==> src/rtl/timer_pkg.sv <==
package timer_pkg;
    // mode word bit positions
    localparam int MB_ZRET = 6;
    localparam int MB_CEN  = 7;
    localparam int MB_CMPE = 8;
    localparam int MB_OVFE = 9;
    localparam int MB_WRAP = 11;

    // register offsets inside a timer window
    localparam int OFF_COUNT = 'h00;
    localparam int OFF_MODE  = 'h10;
    localparam int OFF_CMP   = 'h20;
    localparam int OFF_HOLD  = 'h30;

    typedef enum logic [1:0] {
        BUS_IDLE  = 2'd0,
        BUS_RDATA = 2'd1,
        BUS_ERROR = 2'd2
    } bus_state_t;
endpackage

==> src/rtl/timer_chan.sv <==
module timer_chan
    import timer_pkg::*;
#(
    parameter int CNT_W    = 16,
    parameter bit ONE_SHOT = 1'b1
) (
    input  logic             clk,
    input  logic             rst_n,
    input  logic             tick,
    input  logic             wr_cnt,
    input  logic             wr_mode,
    input  logic             wr_cmp,
    input  logic [CNT_W-1:0] wdata,
    output logic [CNT_W-1:0] cnt_o,
    output logic [CNT_W-1:0] mode_o,
    output logic [CNT_W-1:0] cmp_o,
    output logic             irq_o
);
    logic [CNT_W-1:0] cnt_q, cnt_n, cmp_q, cnt_inc;
    logic zret_q, cen_q, cmpe_q, ovfe_q, wrap_q;
    logic zret_n, cen_n, cmpe_n, ovfe_n, wrap_n;
    logic inc, wrap_ev, hit_cmp, hit_ovf, fire;

    always_comb begin
        inc     = tick & cen_q & ~wr_cnt;
        cnt_inc = cnt_q + 1'b1;
        wrap_ev = inc & (cnt_q == {CNT_W{1'b1}});
        hit_cmp = inc & cmpe_q & (cnt_inc == cmp_q);
        hit_ovf = wrap_ev & ovfe_q;
        fire    = hit_cmp | hit_ovf;

        if (wr_cnt)
            cnt_n = wdata;
        else if (inc)
            cnt_n = (fire && zret_q) ? '0 : cnt_inc;
        else
            cnt_n = cnt_q;

        zret_n = wr_mode ? wdata[MB_ZRET] : zret_q;
        cen_n  = wr_mode ? wdata[MB_CEN]  : cen_q;
        cmpe_n = wr_mode ? wdata[MB_CMPE] : cmpe_q;
        ovfe_n = wr_mode ? wdata[MB_OVFE] : ovfe_q;
        wrap_n = (wrap_q & ~(wr_mode & wdata[MB_WRAP])) | wrap_ev;

        if (ONE_SHOT && fire) begin
            wrap_n = 1'b0;
            if (!wr_mode)
                cmpe_n = 1'b0;
        end
    end

    always_ff @(posedge clk) begin
        if (!rst_n) begin
            cnt_q  <= '0;
            cmp_q  <= '0;
            zret_q <= 1'b0;
            cen_q  <= 1'b0;
            cmpe_q <= 1'b0;
            ovfe_q <= 1'b0;
            wrap_q <= 1'b0;
            irq_o  <= 1'b0;
        end else begin
            cnt_q  <= cnt_n;
            cmp_q  <= wr_cmp ? wdata : cmp_q;
            zret_q <= zret_n;
            cen_q  <= cen_n;
            cmpe_q <= cmpe_n;
            ovfe_q <= ovfe_n;
            wrap_q <= wrap_n;
            irq_o  <= fire;
        end
    end

    always_comb begin
        mode_o          = '0;
        mode_o[MB_ZRET] = zret_q;
        mode_o[MB_CEN]  = cen_q;
        mode_o[MB_CMPE] = cmpe_q;
        mode_o[MB_OVFE] = ovfe_q;
        mode_o[MB_WRAP] = wrap_q;
        cnt_o           = cnt_q;
        cmp_o           = cmp_q;
    end
endmodule

==> src/rtl/timer_bus_fsm.sv <==
module timer_bus_fsm
    import timer_pkg::*;
#(
    parameter int NUM_TIMERS = 4,
    parameter int NUM_HOLD   = 2,
    parameter int CNT_W      = 16,
    parameter int SEL_LSB    = 11,
    localparam int SEL_W     = $clog2(NUM_TIMERS),
    localparam int ADDR_W    = SEL_LSB + SEL_W
) (
    input  logic                                 clk,
    input  logic                                 rst_n,
    input  logic                                 wr_en,
    input  logic                                 rd_en,
    input  logic [ADDR_W-1:0]                    addr,
    input  logic [NUM_TIMERS-1:0][CNT_W-1:0]     cnt_i,
    input  logic [NUM_TIMERS-1:0][CNT_W-1:0]     mode_i,
    input  logic [NUM_TIMERS-1:0][CNT_W-1:0]     cmp_i,
    input  logic [NUM_HOLD-1:0][CNT_W-1:0]       hold_i,
    output logic [NUM_TIMERS-1:0]                wr_cnt,
    output logic [NUM_TIMERS-1:0]                wr_mode,
    output logic [NUM_TIMERS-1:0]                wr_cmp,
    output logic [NUM_HOLD-1:0]                  wr_hold,
    output logic [CNT_W-1:0]                     rdata,
    output logic                                 rvalid,
    output logic                                 acc_err
);
    bus_state_t        state_q, state_n;
    logic [SEL_W-1:0]  sel;
    logic [SEL_LSB-1:0] off;
    logic is_cnt, is_mode, is_cmp, is_hold, hold_bad, err_acc, rd_ok;
    logic [CNT_W-1:0]  rd_val, rdata_q;

    always_comb begin
        sel      = addr[SEL_LSB +: SEL_W];
        off      = addr[SEL_LSB-1:0];
        is_cnt   = (off == SEL_LSB'(OFF_COUNT));
        is_mode  = (off == SEL_LSB'(OFF_MODE));
        is_cmp   = (off == SEL_LSB'(OFF_CMP));
        is_hold  = (off == SEL_LSB'(OFF_HOLD));
        hold_bad = is_hold && (int'(sel) >= NUM_HOLD);
        err_acc  = (wr_en | rd_en) & hold_bad;
        rd_ok    = rd_en & ~wr_en & ~hold_bad;
    end

    // write strobes and read multiplexer
    always_comb begin
        rd_val = '0;
        for (int t = 0; t < NUM_TIMERS; t++) begin
            wr_cnt[t]  = wr_en && is_cnt  && (sel == SEL_W'(t));
            wr_mode[t] = wr_en && is_mode && (sel == SEL_W'(t));
            wr_cmp[t]  = wr_en && is_cmp  && (sel == SEL_W'(t));
            if (sel == SEL_W'(t)) begin
                if (is_cnt)  rd_val = cnt_i[t];
                if (is_mode) rd_val = mode_i[t];
                if (is_cmp)  rd_val = cmp_i[t];
            end
        end
        for (int h = 0; h < NUM_HOLD; h++) begin
            wr_hold[h] = wr_en && is_hold && (sel == SEL_W'(h));
            if (is_hold && (sel == SEL_W'(h)))
                rd_val = hold_i[h];
        end
    end

    // next state
    always_comb begin
        unique case (state_q)
            BUS_IDLE, BUS_RDATA, BUS_ERROR: begin
                if (err_acc)
                    state_n = BUS_ERROR;
                else if (rd_ok)
                    state_n = BUS_RDATA;
                else
                    state_n = BUS_IDLE;
            end
            default: state_n = BUS_IDLE;
        endcase
    end

    // state register
    always_ff @(posedge clk) begin
        if (!rst_n) begin
            state_q <= BUS_IDLE;
            rdata_q <= '0;
        end else begin
            state_q <= state_n;
            rdata_q <= rd_ok ? rd_val : '0;
        end
    end

    // outputs
    always_comb begin
        rvalid  = 1'b0;
        acc_err = 1'b0;
        rdata   = '0;
        unique case (state_q)
            BUS_RDATA: begin
                rvalid = 1'b1;
                rdata  = rdata_q;
            end
            BUS_ERROR: acc_err = 1'b1;
            default: ;
        endcase
    end
endmodule

==> src/rtl/timer_bank.sv <==
module timer_bank
    import timer_pkg::*;
#(
    parameter int NUM_TIMERS = 4,
    parameter int NUM_HOLD   = 2,
    parameter int CNT_W      = 16,
    parameter int SEL_LSB    = 11,
    parameter int IRQ_BASE   = 9,
    parameter int INTC_W     = 16,
    localparam int SEL_W     = $clog2(NUM_TIMERS),
    localparam int ADDR_W    = SEL_LSB + SEL_W
) (
    input  logic              clk,
    input  logic              rst_n,
    input  logic              tick,
    input  logic              wr_en,
    input  logic              rd_en,
    input  logic [ADDR_W-1:0] addr,
    input  logic [CNT_W-1:0]  wdata,
    output logic [CNT_W-1:0]  rdata,
    output logic              rvalid,
    output logic              acc_err,
    output logic [INTC_W-1:0] intc_irq
);
    logic [NUM_TIMERS-1:0][CNT_W-1:0] chan_cnt, chan_mode, chan_cmp;
    logic [NUM_HOLD-1:0][CNT_W-1:0]   hold_q;
    logic [NUM_TIMERS-1:0] wr_cnt, wr_mode, wr_cmp, chan_irq;
    logic [NUM_HOLD-1:0]   wr_hold;

    timer_bus_fsm #(
        .NUM_TIMERS(NUM_TIMERS), .NUM_HOLD(NUM_HOLD),
        .CNT_W(CNT_W), .SEL_LSB(SEL_LSB)
    ) u_bus (
        .clk(clk), .rst_n(rst_n), .wr_en(wr_en), .rd_en(rd_en), .addr(addr),
        .cnt_i(chan_cnt), .mode_i(chan_mode), .cmp_i(chan_cmp), .hold_i(hold_q),
        .wr_cnt(wr_cnt), .wr_mode(wr_mode), .wr_cmp(wr_cmp), .wr_hold(wr_hold),
        .rdata(rdata), .rvalid(rvalid), .acc_err(acc_err)
    );

    for (genvar t = 0; t < NUM_TIMERS; t++) begin : g_chan
        timer_chan #(
            .CNT_W(CNT_W),
            .ONE_SHOT(t != 0)
        ) u_chan (
            .clk(clk), .rst_n(rst_n), .tick(tick),
            .wr_cnt(wr_cnt[t]), .wr_mode(wr_mode[t]), .wr_cmp(wr_cmp[t]),
            .wdata(wdata),
            .cnt_o(chan_cnt[t]), .mode_o(chan_mode[t]), .cmp_o(chan_cmp[t]),
            .irq_o(chan_irq[t])
        );
    end

    for (genvar h = 0; h < NUM_HOLD; h++) begin : g_hold
        always_ff @(posedge clk) begin
            if (!rst_n)
                hold_q[h] <= '0;
            else if (wr_hold[h])
                hold_q[h] <= wdata;
        end
    end

    always_comb begin
        intc_irq = '0;
        for (int t = 0; t < NUM_TIMERS; t++)
            intc_irq[IRQ_BASE + t] = chan_irq[t];
    end
endmodule

==> config.mk <==
export PLATFORM = sky130hd
export DESIGN_NAME = timer_bank
export DESIGN_NICKNAME = d
export VERILOG_FILES = /design/src/rtl/timer_pkg.sv /design/src/rtl/timer_chan.sv /design/src/rtl/timer_bus_fsm.sv /design/src/rtl/timer_bank.sv
export SDC_FILE = /design/constraint.sdc
export NUM_CORES = 1
export LEC_CHECK = 0
export BUFFER_PORTS_ARGS = -buffer_cell sky130_fd_sc_hd__buf_2
export CORE_MARGIN = 2
export CORE_UTILIZATION = 50
export DETAILED_ROUTE_END_ITERATION = 16
export PLACE_DENSITY = 0.67
export SLEW_MARGIN = 5
export SYNTH_ARGS = -nofsm -noshare
export SYNTH_HDL_FRONTEND = slang
export SYNTH_SLANG_ARGS = --single-unit
==> constraint.sdc <==
create_clock -name clk -period 4.46 [get_ports clk]
set_input_delay 1.338 -clock clk [delete_from_list [all_inputs] [get_ports clk]]
set_output_delay 1.338 -clock clk [all_outputs]
set_load 0.005 [all_outputs]
**Word-level counts from Yosys, hierarchy flattened**

Index checks and enable logic that the tools add are counted.

- $lt $le $gt $ge: 1
- Multiplexer cells: 44
- Bitwise gates (word level): 56
- Shift-type cells: 0
- Div/mod/pow operators: 0
- Reductions and logical operators: 39
- $mul: 0
- Add/sub/neg operators: 4
- Equality and inequality tests: 16

Operators by type and width:

| operator | count |
|---|---|
| two-way mux 16 bit | 31 |
| adder 16 x 1 -> 16 bit, second input constant | 4 |
| equality test 16 bit | 4 |
| equality test 16 bit, second input constant | 4 |
| AND 1 bit | 35 |
| logical AND 1 bit | 25 |
| equality test 11 x 6 -> 1 bit, second input constant | 2 |
| two-way mux 1 bit | 12 |
| NOT 1 bit | 12 |
| equality test 11 x 5 -> 1 bit, second input constant | 1 |
| logical NOT 11 bit | 1 |
| OR 1 bit | 9 |
| nonzero test 2 bit | 4 |
| equality test 2 bit, second input constant | 3 |
| OR reduction 2 bit | 3 |
| OR reduction 3 bit | 2 |
| equality test 2 x 1 -> 1 bit, second input constant | 2 |
| logical NOT 2 bit | 2 |
| AND reduction 2 bit | 2 |
| greater-or-equal comparator 2 bit, second input constant | 1 |
| two-way mux 2 bit | 1 |

- Memories: 0
- RAM bits: 0
- Memory bits (read-only): 0
- Latch bits: 0
- Register bits after elaboration: 202
- Bits of input ports: 34

**Logic depth before layout (Yosys ltp)**

Gate-level depths: netlist of run 1.

- Word-level depth: 19
- Mapped depth: 12
- Mapped depth without buffers: 9

**Modules after synthesis**

A second synthesis of run 1 with hierarchy kept.

- Cell total of the unflattened synthesis: 1722
- Area, all modules: 14691.6 sq um

By module, submodules not included:

| module | instances | area each (sq um) | cells each | seq. area each (sq um) |
|---|---|---|---|---|
| timer_chan (g_chan[1].u_chan ...) | 3 | 2675.1 | 317 | 760.7 |
| timer_bus_fsm | 1 | 2705.1 | 339 | 360.3 |
| timer_chan (g_chan[0].u_chan) | 1 | 2632.5 | 316 | 760.7 |
| timer_bank | 1 | 1328.8 | 116 | 640.6 |

**Worst setup path after synthesis of run 1**

Ideal clock, no wire load.

- Path kind: input -> register
- Start: input addr[3]
- End: register g_chan[3].u_chan.cnt_q[6]
- Arrival: 3.805 ns
- Stages: 12
- Path buffers: 4
- Slack: 0.597 ns
- Cell sequence: or4_1 -> clkbuf_1 -> or3_1 -> buf_2 -> or3_1 -> buf_2 -> nand3_2 -> a2111oi_1 -> a32o_1 -> buf_6 -> o2111ai_1 -> o211a_1

- Word-level cells in the longest chain between the ends: 12

Ends and longest elaborated chain:

| what | RTL line | source |
|---|---|---|
| from (decl) | timer_bank.sv:18 | `input logic [ADDR_W-1:0] addr,` |
| logical NOT 11 bit (*) | timer_bus_fsm.sv:37 | `is_cnt = (off == SEL_LSB'(OFF_COUNT));` |
| logical AND 1 bit (*) (2 in a row) | timer_bus_fsm.sv:50 | `wr_cnt[t] = wr_en && is_cnt && (sel == SEL_W'(t));` |
| NOT 1 bit | timer_chan.sv:25 | `inc = tick & cen_q & ~wr_cnt;` |
| AND 1 bit | timer_chan.sv:25 |  |
| AND 1 bit, on equally long branches | timer_chan.sv:28, timer_chan.sv:27 |  |
| AND 1 bit, on equally long branches | timer_chan.sv:28, timer_chan.sv:29 |  |
| OR 1 bit | timer_chan.sv:30 | `fire = hit_cmp \| hit_ovf;` |
| logical AND 1 bit | timer_chan.sv:35 | `cnt_n = (fire && zret_q) ? '0 : cnt_inc;` |
| two-way mux 16 bit | timer_chan.sv:35 |  |
| two-way mux 16 bit | timer_chan.sv:34 | `else if (inc)` |
| two-way mux 16 bit | timer_chan.sv:32 | `if (wr_cnt)` |
| to (signal assigned) | timer_chan.sv:63 | `cnt_q <= cnt_n;` |
| to (decl) | timer_chan.sv:19 | `logic [CNT_W-1:0] cnt_q, cnt_n, cmp_q, cnt_inc;` |

Every way passes the cells marked *; elsewhere a longest branch is shown, timed or not. The select of a mux whose other input is x is not followed.
A chain may end at the register's enable or synchronous reset.

**Final worst setup path of run 1**

- Start: register g_chan[2].u_chan.cnt_q[0]
- End: register g_chan[2].u_chan.cnt_q[7]

- Word-level cells in the longest chain between the ends: 8

Ends and longest elaborated chain:

| what | RTL line |
|---|---|
| from (decl) | timer_chan.sv:19 |
| from (signal assigned) | timer_chan.sv:63 |
| adder 16 x 1 -> 16 bit or equality test 16 bit (tied branches) | timer_chan.sv:26, timer_chan.sv:27 |
| equality test 16 bit or AND 1 bit (tied branches) | timer_chan.sv:28, timer_chan.sv:27 |
| AND 1 bit, on equally long branches | timer_chan.sv:28, timer_chan.sv:29 |
| OR 1 bit | timer_chan.sv:30 |
| logical AND 1 bit | timer_chan.sv:35 |
| two-way mux 16 bit (*) | timer_chan.sv:35 |
| two-way mux 16 bit (*) | timer_chan.sv:34 |
| two-way mux 16 bit (*) | timer_chan.sv:32 |

Marked as above.

==> impl_summary.txt, run 1 <==
----------------------------------------------------
[Die]
  Area of the die ... 27700 sq um
  Site Rows ... slightly below 60
  I/O Pins ... 68
  Horizontal die dimension ... ~170 um
  Die Height ... 166 um
  Area of the core region ... ~26000 sq um
  Initial cell density of the core ... 0.507

[Critical path]
  Slowest cell on the critical path ... a2111oi_0
  Flop-to-flop setup slack ... 0.58 ns
  CP top delay family ... compound AO/OA/AOI/OAI gates
  Cell depth of the worst flop-to-flop path ... 9
  Sort of element at the end of the critical path ... register
  Crit Reg-Reg Endpoint ... g_chan[2].u_chan.cnt_o[7]$_SDFFE_PN0P_
  Data arrival time of the critical path ... ~4.3 ns
  CP Cell Sequence ... ha_1, and3_1, nand3_1, a2111oi_0, nand4_1, o41ai_2, a21o_1, o21ai_1, o22a_1
  Setup Crit Path Kind ... reg -> reg
  Start of the worst register-to-register path ... g_chan[2].u_chan.cnt_o[0]$_SDFFE_PN0P_
  Slowest Stage Delay on Critical Path ... about 0.64 ns
  Required time at the worst-slack endpoint ... 4.87 ns
  CP Capture Point ... g_chan[2].u_chan.cnt_o[7]$_SDFFE_PN0P_
  Kind of start point of the critical path ... register
  Critical path fanouts, max ... 14
  Buffer and inverter count on the worst path ... 0
  Number of logic stages on the critical path including buffering ... 9
  Start point of the critical path ... g_chan[2].u_chan.cnt_o[0]$_SDFFE_PN0P_

[Yosys]
  Simple-Gate Fraction of Synth Area ... 0.272
  Main synth FF type ... dfxtp_1
  Async set-reset flop share out of synthesis ... 0
  Post-Synthesis Mean Instance Area ... around 7.5 sq um
  Synthesized area ... ~13000 sq um
  Instance count of the mapped netlist ... about 1800
  #FFs+latches synth ... between 200 and 250
  Leading post-synthesis cells by cell area ... dfxtp_1 (31%), nand2_1 (10%), a21boi_0 (5.9%)
  Area share of the largest cell type after synthesis ... 0.307
  Xor/xnor share of the synthesized area ... 0.0929
  Post-synth EDFFs ... 0
  Area fraction in compound gates after synthesis ... 0.239
  Sequential cell area fraction in the yosys report ... 0.307
  Synth cell types ... between 70 and 80
  Adder-cell area share of the yosys netlist ... 0.00380
  Multiplexer share of the synthesized area ... 0.0214
  Warning count from the yosys run ... 0
  Biggest area consumer among synthesized cells ... dfxtp_1
  Largest family of logic cells by synthesized area ... simple AND/OR/NAND/NOR gates

[Run status]
  Status ... finished clean

[Final layout]
  Final Net Count ... ~1800
  Area used by multi-input combinational logic ... between 8000 and 9000 sq um
  Seq. cell area ... ~4000 sq um
  Signed area change from the synthesized netlist to the final layout ... 9.33%
  Filler-free cell count of the finished design ... 2086
  Fillers ... 2522
  Final standard cell utilization of the core ... 0.554
  Layout cells sized above 1 ... 0.0977
  Total inserted antenna cells ... 0

[CTS]
  Clock latency on the worst-skew pair ... about 0.52 ns
  Number of buffers added for setup after CTS ... 0
  CTS Hold Bufs ... 0
  Post-CTS Resized ... 0
  Buffer depth of the longest clock path ... 3
  Total CTS buffers ... 23
  H-tree depth ... 1
  CTS root buffer ... clkbuf_16
  CTS clock-pin slew for the worst setup and hold paths ... about 0.06 ns
  Sinks on Clock Net ... between 200 and 250
  CTS tree ... built

[STA]
  Fin crit period ... 3.88 ns
  Setup repair after global routing missed its margin ... false
  Final clock period utilization by the worst path ... 0.869
  Worst-Margin Slew ... ~1.1 ns
  Max-slew violations ... 0
  Endpoints failing setup ... 0
  Final number of hold-violating endpoints ... 0
  Achievable frequency ... ~260 MHz
  Worst rel slew slack ... 0.271
  Worst clock skew on the final layout ... roughly 0.012 ns
  Final-layout setup total negative slack ... 0 ns

[Pwr]
  VDD IR-drop max ... between 0.5 and 0.6 mV
  Power per Cell Area ... between 200 and 300 nW/um^2
  Total power ... about 4000 uW
  Leakage power ... ~0.0048 uW

[Global route]
  Global-route usage over all layers ... 0.341
  Final global-route overflow total ... 0
  First-pass GRT wire length ... 74700 um
  Via count of the first global-routing pass ... ~12000
  Initial antenna violation count ... 0
  Maximum number of pins on one net before global-route repair ... 100

[Route]
  Routed Antenna Nets ... 0
  Number of remaining DRC errors ... 0
  Iteration-0 DRC count of the detailed router ... ~1700
  Total wirelength of the detailed-routed design ... slightly below 50000 um
  Average vias per placed instance ... approximately 6.4
  Via count ... 13400
  WL/cell ... between 20 and 25 um
  Detailed-router iteration count before antenna repair ... 7

[Placed design]
  Placed instance count ... 2046
  GPL Wtd Cong ... between 1 and 1.5
  Number of I/O port buffers ... 55
  Post-detailed-placement half-perimeter wirelength ... 33000 um

[Flow run]
  Max-cap violation count ... 0

[Worst hold path]
  Worst min-delay path class ... reg -> reg

----------------------------------------------------
## tightest hold or removal path: cells and delay by family (launching register included)
kind	cells	cell delay (ns)
flops	1	0.31
simple gates	1	0.05
compound gates	1	0.06
## metrics by stage
step	area [sq um]	setup WS [ns]	hold WS, ns
floorplan	13200	0.597	0.441
global placement	13600	0.226	0.450
detailed placement	13600	0.174	0.459
CTS	14400	0.634	0.467
global route	14400	0.373	0.483
finish	14400	0.585	0.465
## placed cells by master, fill, tap and decap left out, types with 8 or more instances in the layout
master,netlist,routed
a221oi_1,12,12
nor3_1,26,25
and2_1,25,25
o211ai_1,10,10
xnor2_1,74,74
mux2i_1,27,27
buf_2,18,54
a21boi_0,104,104
a21oi_1,66,66
o21a_1,8,8
a31oi_1,12,12
nand3_1,94,94
inv_1,19,19
buf_4,16,55
nor2_1,87,84
a22oi_1,37,37
clkbuf_16,0,23
nand2_1,358,358
nor4_1,23,22
o21ai_0,101,101
nor2b_1,46,46
dfxtp_1,202,202
xnor3_1,12,12
conb_1,1,12
and3_1,20,20
a21o_1,9,9
nand4_1,22,22
and4_1,11,11
o22ai_1,23,23
xor2_1,24,24
a222oi_1,9,9
## kinds of logic (layout without fill, tap and decap cells)
family                   Yosys count  count (layout)
other                              1              12
adder cells (fa/ha/maj)            4               4
buffers and inverters            200             172
XOR/XNOR                         114             114
AO/OA/AOI/OAI                    461             461
AND/OR/NAND/NOR                  758             758
flip-flops                       202             202
multiplexers                      28              28
## state kept, by name, indices dropped and copies added (netlist names)
| name | cells |
|---|---|
| u_bus.rdata_q | 16 |
| g_chan.u_chan.zret_q | 4 |
| g_chan.u_chan.cmp_o | 64 |
| g_chan.u_chan.cmpe_q | 4 |
| g_chan.u_chan.cen_q | 4 |
| g_chan.u_chan.ovfe_q | 4 |
| g_chan.u_chan.irq_o | 4 |
| g_chan.u_chan.wrap_q | 4 |
| hold_q | 32 |
| g_chan.u_chan.cnt_o | 64 |
| u_bus.state_q | 2 |
## synth_stat cells (7+ instances only)
cell / count
a21boi_0: 104
a21o_1: 9
a21oi_1: 66
a221oi_1: 12
a222oi_1: 9
a22oi_1: 37
a31oi_1: 12
and2_1: 25
and3_1: 20
and4_1: 11
buf_1: 10
buf_2: 18
buf_4: 16
clkbuf_1: 135
dfxtp_1: 202
inv_1: 19
mux2i_1: 27
nand2_1: 358
nand3_1: 94
nand4_1: 22
nor2_1: 87
nor2b_1: 46
nor3_1: 26
nor4_1: 23
o211ai_1: 10
o21a_1: 8
o21ai_0: 101
o22ai_1: 23
or3_1: 7
or4_1: 7
xnor2_1: 74
xnor3_1: 12
xor2_1: 24
## power by group
part	total, uW	switching (uW)	internal, uW	leakage, uW
Clock	2000	812	1190	0.000371
Combinational	221	163	58.1	0.00278
Sequential	1810	1.12	1810	0.00163
Total	4020	976	3050	0.00477
## layer usage
metal / up-vias / global-route usage / wire length [um]
met5: - / 0 / 0
met2: 734 / 0.509 / 20600
met3: 152 / 0.0448 / 4550
met4: 0 / 0.159 / 2670
li1: 6161 / - / -
met1: 6339 / 0.489 / 20300
## worst min path at each step
stage                                  startpoint                 endpoint  slack (ns)  cells after the start
after floorplan            hold_q[6]$_SDFFE_PN0P_   hold_q[6]$_SDFFE_PN0P_        0.44                      2
final                      hold_q[4]$_SDFFE_PN0P_   hold_q[4]$_SDFFE_PN0P_        0.47                      2
after global placement     hold_q[7]$_SDFFE_PN0P_   hold_q[7]$_SDFFE_PN0P_        0.45                      2
after global routing      hold_q[25]$_SDFFE_PN0P_  hold_q[25]$_SDFFE_PN0P_        0.48                      2
after detailed placement  hold_q[25]$_SDFFE_PN0P_  hold_q[25]$_SDFFE_PN0P_        0.46                      2
after CTS                 hold_q[25]$_SDFFE_PN0P_  hold_q[25]$_SDFFE_PN0P_        0.47                      2
## cell type report
class | count | share of cell area
Sequential cell | 202 | 0.281
Tap cell | 335 | 0.0291
Timing Repair Buffer | 112 | 0.0516
Inverter | 20 | 0.00521
Multi-Input combinational cell | 1377 | 0.580
Clock buffer | 31 | 0.0448
Clock inverter | 9 | 0.00886
Note: power is estimated with default switching activity, not from simulation.
==> run 2: changes to the inputs <==
--- a/config.mk
+++ b/config.mk
@@ -5,11 +5,13 @@
 export SDC_FILE = /design/constraint.sdc
 export NUM_CORES = 1
 export LEC_CHECK = 0
+export ABC_AREA = 1
 export BUFFER_PORTS_ARGS = -buffer_cell sky130_fd_sc_hd__buf_2
 export CORE_MARGIN = 2
 export CORE_UTILIZATION = 50
 export DETAILED_ROUTE_END_ITERATION = 16
 export PLACE_DENSITY = 0.67
+export SKIP_LAST_GASP = 1
 export SLEW_MARGIN = 5
 export SYNTH_ARGS = -nofsm -noshare
 export SYNTH_HDL_FRONTEND = slang
==> run 2 against run 1 <==
Effect of this change: combinational power is essentially flat; register-to-register slack gained 0.97 ns; worst hold slack got worse by 0.022 ns; wire length is 9.6% higher; synthesized area down 2.7%; power is 7.9% higher; cell count increased by 16%.
==> impl_summary.txt, run 2 <==
----------------------------------------------------
[Yosys]
  Xor/xnor share of the synthesized area ... 0.0181 (-0.0748)
  Sequential cell area fraction in the yosys report ... 0.316 (+0.00863)
  Synthesized area ... 12800 sq um (-2.7%)
  Most common cell in the netlist ... nand2_1
  Post-synth EDFFs ... 0 (unchanged)
  Async set-reset flop share out of synthesis ... 0 (unchanged)
  Post-Synthesis Mean Instance Area ... 6.26 sq um (-16%)
  Main synth FF type ... dfxtp_1
  Largest family of logic cells by synthesized area ... simple AND/OR/NAND/NOR gates
  Biggest area consumer among synthesized cells ... dfxtp_1
  Instance count of the mapped netlist ... 2046 (+16%)
  Post-synth top cells ... nand2_1 (399), inv_1 (299), nor2_1 (212), dfxtp_1 (202), a21oi_1 (200)
  Warning count from the yosys run ... 0 (unchanged)
  Area share of the largest cell type after synthesis ... 0.316 (+0.00863)
  Leading post-synthesis cells by cell area ... dfxtp_1 (32%), nand2_1 (12%), inv_1 (8.8%)
  Simple-Gate Fraction of Synth Area ... 0.303 (+0.0316)
  #FFs+latches synth ... 202 (unchanged)
  Area fraction in compound gates after synthesis ... 0.229 (-0.0105)
  Synth cell types ... 56 (-29%)
  Multiplexer share of the synthesized area ... 0 (-0.0214)
  Adder-cell area share of the yosys netlist ... 0.00391 (+0.000107)

[Final layout]
  Signed area change from the synthesized netlist to the final layout ... 10.9%
  Layout cells sized above 1 ... 0.0940 (-0.00370)
  Fillers ... 2621 (+3.9%)
  Final standard cell utilization of the core ... 0.564 (+0.00998)
  Most common library cell in the layout ignoring fill and taps ... nand2_1
  Total inserted antenna cells ... 0 (unchanged)
  Final Net Count ... 2106 (+19%)
  Filler-free cell count of the finished design ... 2416 (+16%)
  Leading cell types in the layout, fill and taps excluded ... nand2_1 (398), inv_1 (299), nor2_1 (212)

[Global route]
  Maximum number of pins on one net before global-route repair ... 63 (-37%)
  Via count of the first global-routing pass ... 13100 (+5.1%)
  Global-route usage over all layers ... 0.387 (+0.0460)
  Initial antenna violation count ... 3 (+3)
  Final global-route overflow total ... 0 (unchanged)
  First-pass GRT wire length ... 78600 um (+5.2%)

[Critical path]
  Required time at the worst-slack endpoint ... 4.92 ns (+0.05 ns)
  Flop-to-flop setup slack ... 1.55 ns (+0.97 ns)
  Kind of start point of the critical path ... primary input
  Sort of element at the end of the critical path ... register
  CP top delay family ... buffers and inverters
  CP Capture Point ... u_bus.rdata_q[1]$_SDFF_PN0_
  Number of logic stages on the critical path including buffering ... 13 (+4)
  Most frequent cell on the critical path ... nand3_1
  Cell depth of the worst flop-to-flop path ... 13 (+4)
  Crit Reg-Reg Endpoint ... g_chan[0].u_chan.cnt_o[4]$_SDFFE_PN0P_
  Slowest cell on the critical path ... inv_1
  Critical path fanouts, max ... 52 (+38)
  Setup Crit Path Kind ... in -> reg
  Slowest Stage Delay on Critical Path ... 0.46 ns (-0.18 ns)
  Data arrival time of the critical path ... 3.86 ns (-0.43 ns)
  CP Cell Sequence ... buf_2, nor2_1, nand3_1, inv_2, nand2_4, buf_4, inv_1, nand3_1, nand3_1, a31oi_1, o21ai_0, o21ai_0, a21oi_1
  Start point of the critical path ... addr[7]
  Start of the worst register-to-register path ... g_chan[0].u_chan.cnt_o[0]$_SDFFE_PN0P_
  Buffer and inverter count on the worst path ... 4 (+4)

[Worst hold path]
  Worst min-delay path class ... reg -> reg

[Flow run]
  Max-cap violation count ... 0 (unchanged)

[CTS]
  CTS clock-pin slew for the worst setup and hold paths ... 0.06 ns (about the same)
  Clock latency on the worst-skew pair ... 0.54 ns (+0.02 ns)
  Number of buffers added for setup after CTS ... 0 (unchanged)
  CTS root buffer ... clkbuf_16
  Post-CTS Resized ... 0 (unchanged)
  H-tree depth ... 1 (unchanged)
  Total CTS buffers ... 24 (+4.3%)
  CTS tree ... built
  Buffer depth of the longest clock path ... 3 (unchanged)
  CTS Hold Bufs ... 0 (unchanged)
  Sinks on Clock Net ... 202 (unchanged)

[Run status]
  Status ... finished clean

[Route]
  Via count ... 14500 (+8.3%)
  Detailed-router iteration count before antenna repair ... 6 (-1)
  WL/cell ... 21.8 um (-5.4%)
  Number of remaining DRC errors ... 0 (unchanged)
  Iteration-0 DRC count of the detailed router ... 1686 (+0.12%)
  Total wirelength of the detailed-routed design ... 52700 um (+9.6%)
  Average vias per placed instance ... 6.00 (-6.5%)
  Routed Antenna Nets ... 0 (unchanged)

[Placed design]
  Setup Slack @ Placement ... 0.566 ns (+0.392 ns)
  GPL Wtd Cong ... 1.03 (+0.37%)
  Number of I/O port buffers ... 55 (unchanged)
  Placed instance count ... 2372 (+16%)
  Post-detailed-placement half-perimeter wirelength ... 38100 um (+15%)

[STA]
  Endpoints failing setup ... 0 (unchanged)
  Hold slack final ... 0.443 ns (-0.0223 ns)
  Worst rel slew slack ... 0.318 (+0.0467)
  Setup repair after global routing missed its margin ... false
  Final-layout setup total negative slack ... 0 ns (unchanged)
  Max-slew violations ... 0 (unchanged)
  Fin crit period ... 3.40 ns (-0.479 ns)
  Final clock period utilization by the worst path ... 0.762 (-0.107)
  Achievable frequency ... 294 MHz (+14%)
  Final number of hold-violating endpoints ... 0 (unchanged)
  Worst clock skew on the final layout ... 0.0177 ns (+0.00596 ns)
  Worst setup slack after layout ... 1.06 ns (+0.479 ns)
  Worst-Margin Slew ... 1.02 ns (-0.0745 ns)

[Pwr]
  Switching fraction of total power ... 0.238 (-0.00425)
  Net Switching ... 1040 uW (+6.0%)
  Clock network fraction of total power ... 0.534 (+0.038)
  VDD IR-drop max ... 0.307 mV (-39%)
  Portion of total power attributed to sequential cells ... 0.416 (-0.033)
  Share of power burned in combinational logic ... 0.051 (-0.004)
  Internal portion of total power ... 3310 uW (+8.5%)
  Power per Cell Area ... 306 nW/um^2 (+9.4%)
  Leakage power ... 0.00561 uW (+18%)

[Die]
  Initial cell density of the core ... 0.509 (+0.00187)
  Area of the core region ... 25200 sq um (-3.1%)
  I/O Pins ... 68 (unchanged)
  Area of the die ... 26900 sq um (-2.7%)
  Horizontal die dimension ... 164 um (-1.3%)
  Site Rows ... 58 (-1.7%)
  Die Height ... 164 um (-1.3%)

----------------------------------------------------
run 2: worst min-delay path by stage:
stage	depth (start not counted)	endpoint	slack [ns]	from
global route	2	hold_q[4]$_SDFFE_PN0P_	0.46	hold_q[4]$_SDFFE_PN0P_
finish	2	hold_q[3]$_SDFFE_PN0P_	0.44	hold_q[3]$_SDFFE_PN0P_
CTS	2	hold_q[26]$_SDFFE_PN0P_	0.44	hold_q[26]$_SDFFE_PN0P_
floorplan	2	hold_q[17]$_SDFFE_PN0P_	0.42	hold_q[17]$_SDFFE_PN0P_
global placement	2	hold_q[1]$_SDFFE_PN0P_	0.43	hold_q[1]$_SDFFE_PN0P_
detailed placement	2	hold_q[26]$_SDFFE_PN0P_	0.43	hold_q[26]$_SDFFE_PN0P_
run 2: cells by family after synthesis:
family	after synthesis
AOI/OAI and AO/OA	523
DFF	202
and+or+nand+nor	879
other	1
buffers and inverters	413
adders and majority gates	4
xor gates and xnor gates	24
run 2: final cells by class:
type / instances / area [sq um] / area share
Clock buffer: 32 / 712 / 0.0501
Inverter: 312 / 1170 / 0.0824
Multi-Input combinational cell: 1442 / 7150 / 0.503
Timing Repair Buffer: 86 / 508 / 0.0357
Sequential cell: 202 / 4040 / 0.285
Clock inverter: 12 / 218 / 0.0153
Tap cell: 330 / 413 / 0.0291
run 2: worst register-to-register path: stages (launching register included):
cell	delay (ns)
dfxtp_1	0.43
ha_1	0.34
nand2_1	0.13
nor2_2	0.19
nand2_1	0.13
nor2_1	0.11
inv_1	0.09
nor4_2	0.22
nor4b_2	0.32
nand3_1	0.11
nand2_1	0.10
nand2_2	0.29
a21oi_1	0.24
nor2_1	0.05
run 2: power groups by stage:
stage               registers (uW)  clock network (uW)  logic [uW]
floorplan                     1850                   0        97.2
global placement              1850                   0         205
detailed placement            1850                   0         204
CTS                           1810                2320         205
global route                  1810                2400         224
finish                        1810                2320         220
run 2: layer usage:
layer | share of wire | routed length [um] | GRT usage | vias up
li1 | - | - | - | 6800
met1 | 0.40 | 21300 | 0.518 | 6692
met2 | 0.43 | 22800 | 0.587 | 810
met3 | 0.10 | 5250 | 0.0672 | 188
met4 | 0.065 | 3420 | 0.219 | 4
met5 | 0.00044 | 23 | 0 | -
run 2: through the flow:
step	area, sq um	power (uW)
final	14200	4340
after global routing	14200	4430
after global placement	13300	2050
after CTS	14200	4330
after floorplan	12900	1940
after detailed placement	13300	2050
